### src/rtl/blkmv_pkg.sv
package blkmv_pkg;

    typedef enum logic [1:0] {
        ST_IDLE  = 2'd0,
        ST_READ  = 2'd1,
        ST_WRITE = 2'd2
    } blkmv_state_e;

    typedef enum logic {
        DIR_UP   = 1'b0,
        DIR_DOWN = 1'b1
    } blkmv_dir_e;

    // Registered per-step event flags
    typedef struct packed {
        logic step;
        logic more;
        logic last;
    } blkmv_evt_t;

    // Strobes from the sequencer to the datapath
    typedef struct packed {
        logic load;
        logic capture;
        logic advance;
    } blkmv_ctl_t;

endpackage

### src/rtl/blkmv_fsm.sv
module blkmv_fsm
    import blkmv_pkg::*;
(
    input  logic         clk,
    input  logic         rst,
    input  logic         start,
    input  logic         mem_ready,
    input  logic         a_zero,
    output blkmv_state_e state,
    output blkmv_ctl_t   ctl,
    output blkmv_evt_t   evt
);

    blkmv_state_e state_d;

    always_comb begin
        ctl.load    = (state == ST_IDLE)  && start;
        ctl.capture = (state == ST_READ)  && mem_ready;
        ctl.advance = (state == ST_WRITE) && mem_ready;
    end

    always_comb begin
        state_d = state;
        unique case (state)
            ST_IDLE:  if (start)     state_d = ST_READ;
            ST_READ:  if (mem_ready) state_d = ST_WRITE;
            ST_WRITE: if (mem_ready) state_d = a_zero ? ST_IDLE : ST_READ;
            default:                 state_d = ST_IDLE;
        endcase
    end

    always_ff @(posedge clk) begin
        if (rst) begin
            state <= ST_IDLE;
            evt   <= '0;
        end else begin
            state    <= state_d;
            evt.step <= ctl.advance;
            evt.more <= ctl.advance && !a_zero;
            evt.last <= ctl.advance && a_zero;
        end
    end

endmodule

### src/rtl/blkmv_regs.sv
module blkmv_regs
    import blkmv_pkg::*;
#(
    parameter int IDX_W  = 16,
    parameter int BANK_W = 8
) (
    input  logic              clk,
    input  logic              rst,
    input  blkmv_ctl_t        ctl,
    input  logic              desc_mode,
    input  logic [2*BANK_W-1:0] bank_pair,
    input  logic [IDX_W-1:0]  x_in,
    input  logic [IDX_W-1:0]  y_in,
    input  logic [IDX_W-1:0]  a_in,
    output logic [BANK_W-1:0] sb_q,
    output logic [BANK_W-1:0] db_q,
    output logic [IDX_W-1:0]  x_q,
    output logic [IDX_W-1:0]  y_q,
    output logic [IDX_W-1:0]  a_q,
    output logic              a_zero
);

    localparam logic [IDX_W-1:0] ONE = IDX_W'(1);
    localparam int NUM_IDX = 2;

    blkmv_dir_e       dir_q;
    logic [IDX_W-1:0] ld_val [NUM_IDX];
    logic [IDX_W-1:0] idx_val[NUM_IDX];

    assign ld_val[0] = x_in;
    assign ld_val[1] = y_in;

    // Source and destination index counters share one structure
    for (genvar g = 0; g < NUM_IDX; g++) begin : g_idx
        logic [IDX_W-1:0] q;
        always_ff @(posedge clk) begin
            if (rst) begin
                q <= '0;
            end else if (ctl.load) begin
                q <= ld_val[g];
            end else if (ctl.advance) begin
                q <= (dir_q == DIR_DOWN) ? q - ONE : q + ONE;
            end
        end
        assign idx_val[g] = q;
    end

    assign x_q = idx_val[0];
    assign y_q = idx_val[1];

    always_ff @(posedge clk) begin
        if (rst) begin
            dir_q <= DIR_UP;
            sb_q  <= '0;
            db_q  <= '0;
            a_q   <= '0;
        end else if (ctl.load) begin
            dir_q <= desc_mode ? DIR_DOWN : DIR_UP;
            db_q  <= bank_pair[BANK_W-1:0];
            sb_q  <= bank_pair[2*BANK_W-1:BANK_W];
            a_q   <= a_in;
        end else if (ctl.advance) begin
            a_q   <= a_q - ONE;
        end
    end

    assign a_zero = (a_q == '0);

endmodule

### src/rtl/blkmv_port.sv
module blkmv_port
    import blkmv_pkg::*;
#(
    parameter int IDX_W  = 16,
    parameter int BANK_W = 8,
    parameter int DATA_W = 8
) (
    input  logic                    clk,
    input  logic                    rst,
    input  blkmv_state_e            state,
    input  blkmv_ctl_t              ctl,
    input  logic [BANK_W-1:0]       sb_q,
    input  logic [BANK_W-1:0]       db_q,
    input  logic [IDX_W-1:0]        x_q,
    input  logic [IDX_W-1:0]        y_q,
    input  logic [DATA_W-1:0]       mem_rdata,
    output logic                    mem_req,
    output logic                    mem_we,
    output logic [BANK_W+IDX_W-1:0] mem_addr,
    output logic [DATA_W-1:0]       mem_wdata
);

    logic [DATA_W-1:0] hold_q;

    always_ff @(posedge clk) begin
        if (rst) begin
            hold_q <= '0;
        end else if (ctl.capture) begin
            hold_q <= mem_rdata;
        end
    end

    always_comb begin
        mem_req   = (state == ST_READ) || (state == ST_WRITE);
        mem_we    = (state == ST_WRITE);
        mem_addr  = mem_we ? {db_q, y_q} : {sb_q, x_q};
        mem_wdata = hold_q;
    end

endmodule

### src/rtl/blkmv_ctrl.sv
module blkmv_ctrl
    import blkmv_pkg::*;
#(
    parameter int IDX_W  = 16,
    parameter int BANK_W = 8,
    parameter int DATA_W = 8
) (
    input  logic                    clk,
    input  logic                    rst,
    input  logic                    start,
    input  logic                    desc_mode,
    input  logic [2*BANK_W-1:0]     bank_pair,
    input  logic [IDX_W-1:0]        x_in,
    input  logic [IDX_W-1:0]        y_in,
    input  logic [IDX_W-1:0]        a_in,
    output logic                    mem_req,
    output logic                    mem_we,
    output logic [BANK_W+IDX_W-1:0] mem_addr,
    output logic [DATA_W-1:0]       mem_wdata,
    input  logic [DATA_W-1:0]       mem_rdata,
    input  logic                    mem_ready,
    output logic [IDX_W-1:0]        x_out,
    output logic [IDX_W-1:0]        y_out,
    output logic [IDX_W-1:0]        a_out,
    output logic [BANK_W-1:0]       db_out,
    output logic                    busy,
    output logic                    step_done,
    output logic                    rewind,
    output logic                    done
);

    blkmv_state_e      state;
    blkmv_ctl_t        ctl;
    blkmv_evt_t        evt;
    logic              a_zero;
    logic [BANK_W-1:0] sb_q;

    blkmv_fsm u_fsm (
        .clk       (clk),
        .rst       (rst),
        .start     (start),
        .mem_ready (mem_ready),
        .a_zero    (a_zero),
        .state     (state),
        .ctl       (ctl),
        .evt       (evt)
    );

    blkmv_regs #(.IDX_W(IDX_W), .BANK_W(BANK_W)) u_regs (
        .clk       (clk),
        .rst       (rst),
        .ctl       (ctl),
        .desc_mode (desc_mode),
        .bank_pair (bank_pair),
        .x_in      (x_in),
        .y_in      (y_in),
        .a_in      (a_in),
        .sb_q      (sb_q),
        .db_q      (db_out),
        .x_q       (x_out),
        .y_q       (y_out),
        .a_q       (a_out),
        .a_zero    (a_zero)
    );

    blkmv_port #(.IDX_W(IDX_W), .BANK_W(BANK_W), .DATA_W(DATA_W)) u_port (
        .clk       (clk),
        .rst       (rst),
        .state     (state),
        .ctl       (ctl),
        .sb_q      (sb_q),
        .db_q      (db_out),
        .x_q       (x_out),
        .y_q       (y_out),
        .mem_rdata (mem_rdata),
        .mem_req   (mem_req),
        .mem_we    (mem_we),
        .mem_addr  (mem_addr),
        .mem_wdata (mem_wdata)
    );

    assign busy      = (state != ST_IDLE);
    assign step_done = evt.step;
    assign rewind    = evt.more;
    assign done      = evt.last;

endmodule

### config.mk
export PLATFORM = sky130hd
export DESIGN_NAME = blkmv_ctrl
export DESIGN_NICKNAME = d
export VERILOG_FILES = /design/src/rtl/blkmv_pkg.sv /design/src/rtl/blkmv_fsm.sv /design/src/rtl/blkmv_regs.sv /design/src/rtl/blkmv_port.sv /design/src/rtl/blkmv_ctrl.sv
export SDC_FILE = /design/constraint.sdc
export NUM_CORES = 1
export LEC_CHECK = 0
export BUFFER_PORTS_ARGS = -buffer_cell sky130_fd_sc_hd__buf_2
export CORE_AREA = 2 2 102 104
export DETAILED_ROUTE_END_ITERATION = 8
export DIE_AREA = 0 0 104 106
export PLACE_DENSITY = 0.86
export SYNTH_ARGS = -nofsm -noshare
export SYNTH_HDL_FRONTEND = slang
export SYNTH_SLANG_ARGS = --single-unit
### constraint.sdc
create_clock -name clk -period 3.3 [get_ports clk]
set_input_delay 0.66 -clock clk [delete_from_list [all_inputs] [get_ports clk]]
set_output_delay 0.66 -clock clk [all_outputs]
set_load 0.05 [all_outputs]
==> metrics.cfg, run 1 <==
[cells_and_area]
fin_util_pct=61.5
area_delta_synth_final_pct=23.9
drive_above_1_share_pct=30.6
antennaDiodeCount=0
nets=885
mostFrequentLayoutCell=buf_2
layout_common_cells=buf_2, nand2_1, dfxtp_1

[detailed_routing]
drc=0
postRouteAntennaNets=0
vias=5009
viasPerCell=5.49
wire_per_inst_um=14.6
first_pass_iters=5
drt_iter0_drc=266
wirelength_um=13300

[cts]
clk_latency_ns=0.35
cts_resized=0
cts_buffer_depth=2
cts_hold_buf=0
clk_pin_slew_worst_paths_ns=0.09
numCtsBuffers=9
h-tree-depth=3
cts_root_buf=clkbuf_8
cts_sinks=78
postCtsSetupRepairBufs=0
cts_tree=done

[grt]
antenna_found_initial=0
grt_pass1_vias=4652
overflow=0
grt_max_degree=82
grt_usage_pct=23.5
grt_pass1_wl_um=21600

[hold_path]
min_path_type=reg2reg
min_to=u_port.mem_wdata[4]$_SDFFE_PP0P_
holdCritStartpoint=u_port.mem_wdata[4]$_SDFFE_PP0P_
whs_path_depth=2

[placement]
place_congestion=0.921
place_ws_ns=0.353
dp_hpwl_um=9580
io_buffers=170

[floorplanning]
die_width_um=104
io_pins=171
start_util_pct=49.6
dieArea_um2=11000
core_area_um2=10000
placementRows=37
fp.dieH_um=106

[sta]
fin_crit_sh_pct=91.6
hold_viol_final=0
worst_clock_skew_ns=0.0143
fin_ws_ns=0.276
drv_slew=0
slew_headroom_pct=44.0
max_freq_mhz=331
setup_tns_ns=0
finalWorstPathRequiredPeriod_ns=3.02
worst_pin_slew_ns=0.841
rsz0062_at_grt=false
setup_viol=0
fin_hold_ws_ns=0.456

[pwr]
power.density_nw_per_um2=857
vdd_drop_max_mv=0.399
p_leak_uw=0.00281

[critical_path]
cp.arrival_ns=3.27
cp-end-kind=register
cp_max_fo=18
r2r.worst_path.cells=9
startpoint=u_regs.dir_q$_SDFFE_PP0P_
r2r-end=u_regs.y_q[14]$_SDFFE_PP0P_
cp-start-kind=register
worstSetupPathType=reg2reg
r2r_setup_slack_ns=0.28
critPathRequiredTime_ns=3.54
r2r_start=u_regs.dir_q$_SDFFE_PP0P_

[logic_synthesis]
ys_warn_count=0
syn_inst=617
synth_nets=730
seq_area_frac_synth_pct=31.5
syn_avg_cell_area_um2=8.04
synth_edf_count=0
synth_area_um2=4960
ys_ff_latch=78
ys_async_sr_fraction_pct=0
ys.flop_type=dfxtp_1
ys_types=60

[outcome]
status=complete, no violations

[run]
cap_viol_max_count=0

kinds of logic after synthesis:
kind of cell	share of synthesized area, %
adders and majority gates	9.38
muxes	6.48
DFF	31.5
and+or+nand+nor	20.9
buffers and inverters	4.01
AOI/OAI and AO/OA	21.4
xor gates and xnor gates	6.36
power breakdown:
part           internal, uW  switching (uW)  total, uW
registers              1170             262       1430
logic                   910            2120       3030
clock network           434             380        814
total                  2510            2760       5270
how the worst max path moves through the flow:
stage / end / depth (start not counted)
after global placement: u_regs.x_q[12]$_SDFFE_PP0P_ / 8
after floorplan: u_regs.x_q[12]$_SDFFE_PP0P_ / 8
after detailed placement: u_regs.x_q[12]$_SDFFE_PP0P_ / 8
after global routing: u_regs.y_q[14]$_SDFFE_PP0P_ / 9
after CTS: u_regs.y_q[14]$_SDFFE_PP0P_ / 9
final: u_regs.y_q[14]$_SDFFE_PP0P_ / 9
registers in the layout, indices dropped and copies added, names as in the netlist:
name / count
u_regs.y_q: 16
u_port.mem_wdata: 8
u_regs.db_q: 8
u_fsm.state: 2
u_regs.a_q: 16
u_regs.sb_q: 8
u_fsm.evt: 3
u_regs.dir_q: 1
u_regs.x_q: 16
layer usage:
metal  global-route usage (%)  up-vias  part of all wire (%)
li1                         -     2515                     -
met1                     29.8     2306                    45
met2                     40.4      168                    48
met3                     4.11       20                   5.6
met4                     8.20        0                   1.7
met5                        0        -                     0
synth_stat cells, types with 2 or more instances:
cell type / count / area [um2]
buf_4: 2 / 15.0
ha_1: 34 / 425
and2_1: 4 / 25.0
nor4_1: 2 / 12.5
inv_1: 10 / 37.5
mux2_2: 25 / 282
nand2_1: 100 / 375
clkbuf_1: 33 / 124
nand4_1: 2 / 12.5
and3_1: 2 / 12.5
buf_1: 3 / 11.3
mux2i_1: 4 / 40.0
nor3_1: 13 / 65.1
a211oi_1: 26 / 195
nand4b_1: 2 / 17.5
o21bai_1: 2 / 15.0
fa_1: 2 / 40.0
o211ai_2: 2 / 25.0
o211ai_1: 3 / 22.5
o22ai_1: 3 / 18.8
xor2_1: 12 / 105
a21oi_1: 64 / 320
nand3_1: 14 / 70.1
dfxtp_1: 78 / 1560
a311oi_1: 18 / 158
a21o_1: 6 / 45.0
or3_1: 4 / 25.0
nor2b_1: 6 / 37.5
o2111ai_1: 2 / 17.5
nor4_4: 2 / 42.5
o21ai_0: 16 / 80.1
nor2_1: 68 / 255
xnor2_1: 24 / 210
a221oi_1: 3 / 26.3
area by class of cell:
type | count | area [um2]
clock buffers | 10 | 128
well taps | 136 | 170
clock inverters | 6 | 93.8
inverters | 10 | 37.5
flip-flops and latches | 78 | 1560
fillers | 885 | 3850
multi-input cells | 490 | 3210
repair buffers | 183 | 948
worst max-delay path: stages (launching register included):
cell and delay (ns):
dfxtp_1 0.79, buf_4 0.27, ha_1 0.29, a21oi_1 0.23, o21ai_0 0.16, a221oi_1 0.43, o21ai_1 0.17, a21oi_1 0.23
nor2_1 0.09, a311oi_1 0.27
metrics by stage:
| stage | cell area (um2) | power, uW | std cells |
|---|---|---|---|
| 2_1_floorplan | 4960 | 3800 | 617 |
| 3_3_place_gp | 5930 | 4420 | 897 |
| 5_1_grt | 6150 | 5580 | 913 |
| 3_5_place_dp | 5930 | 4450 | 897 |
| 6_report | 6150 | 5270 | 913 |
| 4_1_cts | 6150 | 5270 | 913 |
Power figures use the tool's default switching activity.
==> run 2: changes to the inputs <==
- CELL_PAD_IN_SITES_DETAIL_PLACEMENT: default -> 0
- CELL_PAD_IN_SITES_GLOBAL_PLACEMENT: default -> 1
- CORE_AREA: 2 2 102 104 -> 2 2 121 123
- DIE_AREA: 0 0 104 106 -> 0 0 123 125
- PLACE_DENSITY: 0.86 -> 0.85
==> metrics.cfg, run 2 (synthesis gave the netlist of run 1 again) <==
[detailed_routing]
viasPerCell=5.13
first_pass_iters=4
wirelength_um=14000
wire_per_inst_um=14.5
postRouteAntennaNets=0
vias=4924
drc=0
drt_iter0_drc=206

[hold_path]
whs_path_depth=2
min_path_type=reg2reg

[cts]
cts_hold_buf=0
h-tree-depth=3
cts_root_buf=clkbuf_16
postCtsSetupRepairBufs=0
cts_resized=0
cts_tree=done
clk_latency_ns=0.35
cts_buffer_depth=2
clk_pin_slew_worst_paths_ns=0.06
cts_sinks=78
numCtsBuffers=9

[pwr]
finalPower_uw=5520
power.density_nw_per_um2=877
vdd_drop_max_mv=0.446
p_leak_uw=0.00285

[critical_path]
path_cells=inv_1 -> ha_1 -> buf_4 -> mux2_2 -> buf_2
critPathMaxStageDelay_ns=0.54
cp_max_fo=13
cp.depth=5
critPathRequiredTime_ns=2.64
crit_buf_inv=3
cp_top_family=buffers and inverters
cp.arrival_ns=2.23
worstSetupPathType=reg2out
cp-end-kind=output pin
cp-start-kind=register
cp_slowest_cell=ha_1
r2r.worst_path.cells=9

[sta]
hold_viol_final=0
finalWorstPathRequiredPeriod_ns=2.89
drv_slew=0
fin_crit_sh_pct=87.5
setup_tns_ns=0
worst_clock_skew_ns=0.00500
slew_headroom_pct=43.9
worst_pin_slew_ns=0.842
rsz0062_at_grt=false
max_freq_mhz=346
setup_viol=0

[placement]
io_buffers=170
place_congestion=0.819
dp_hpwl_um=10000

[cells_and_area]
mostFrequentLayoutCell=buf_2
fillers=1444
antennaDiodeCount=0
area_delta_synth_final_pct=26.9
drive_above_1_share_pct=30.7
nets=884
layout_common_cells=buf_2, nand2_1, dfxtp_1

[grt]
grt_max_degree=81
grt_usage_pct=18.1
grt_pass1_vias=4559
grt_pass1_wl_um=22400
antenna_found_initial=0
overflow=0

[floorplanning]
start_util_pct=34.9
core_area_um2=14200
dieArea_um2=15400
die_width_um=123
io_pins=171
fp.dieH_um=125
placementRows=44

[run]
cap_viol_max_count=0

[outcome]
status=complete, no violations

==> run 2: metrics by stage <==
stage          setup slack, ns  utilization [%]  hold slack (ns)  area, um2  cells
2_1_floorplan            0.318                -            0.434       4960    617
3_3_place_gp             0.657             42.1            0.440       5980    944
3_5_place_dp             0.603             42.1            0.444       5980    944
4_1_cts                  0.367             44.3            0.453       6300    960
5_1_grt                  0.297             44.3            0.474       6300    960
6_report                 0.412             44.3            0.449       6300    960
==> run 2: where the power goes <==
group	switching [uW]	total (uW)	internal (uW)
Clock	430	1070	635
Combinational	2120	3030	910
Sequential	257	1420	1170
Total	2810	5520	2710
==> run 2: layout make-up <==
| cell class | count | area, um2 | area share, % |
|---|---|---|---|
| repair buffers | 182 | 941 | 14.9 |
| multi-input cells | 490 | 3210 | 51.0 |
| well taps | 184 | 230 | 3.66 |
| flip-flops and latches | 78 | 1560 | 24.8 |
| clock inverters | 5 | 65.1 | 1.03 |
| inverters | 10 | 37.5 | 0.596 |
| clock buffers | 11 | 253 | 4.01 |
==> run 2: path summary, 6_finish.rpt <==
kind	startpoint	endpoint	slack, ns
worst max-delay path	u_fsm.state[0]$_SDFFE_PP0P_	mem_addr[22]	0.41
worst min-delay path	u_port.mem_wdata[6]$_SDFFE_PP0P_	u_port.mem_wdata[6]$_SDFFE_PP0P_	0.45
worst max register to register	u_regs.dir_q$_SDFFE_PP0P_	u_regs.x_q[15]$_SDFFE_PP0P_	0.57
worst min register to register	u_port.mem_wdata[6]$_SDFFE_PP0P_	u_port.mem_wdata[6]$_SDFFE_PP0P_	0.45
==> run 2: worst reg2reg max path, stage by stage (launching register included) <==
cell	delay (ns)
dfxtp_1	0.47
buf_4	0.27
ha_1	0.33
and3_2	0.26
and3b_1	0.17
a211o_1	0.27
a41oi_2	0.26
mux2i_1	0.27
a21oi_1	0.10
a311oi_1	0.25
==> run 2: routing by layer <==
layer	GRT usage [%]	vias up	routed length, um
met5	0	-	0
met2	28.0	122	6270
met1	24.5	2263	6620
li1	-	2524	-
met4	5.75	0	192
met3	4.74	15	882
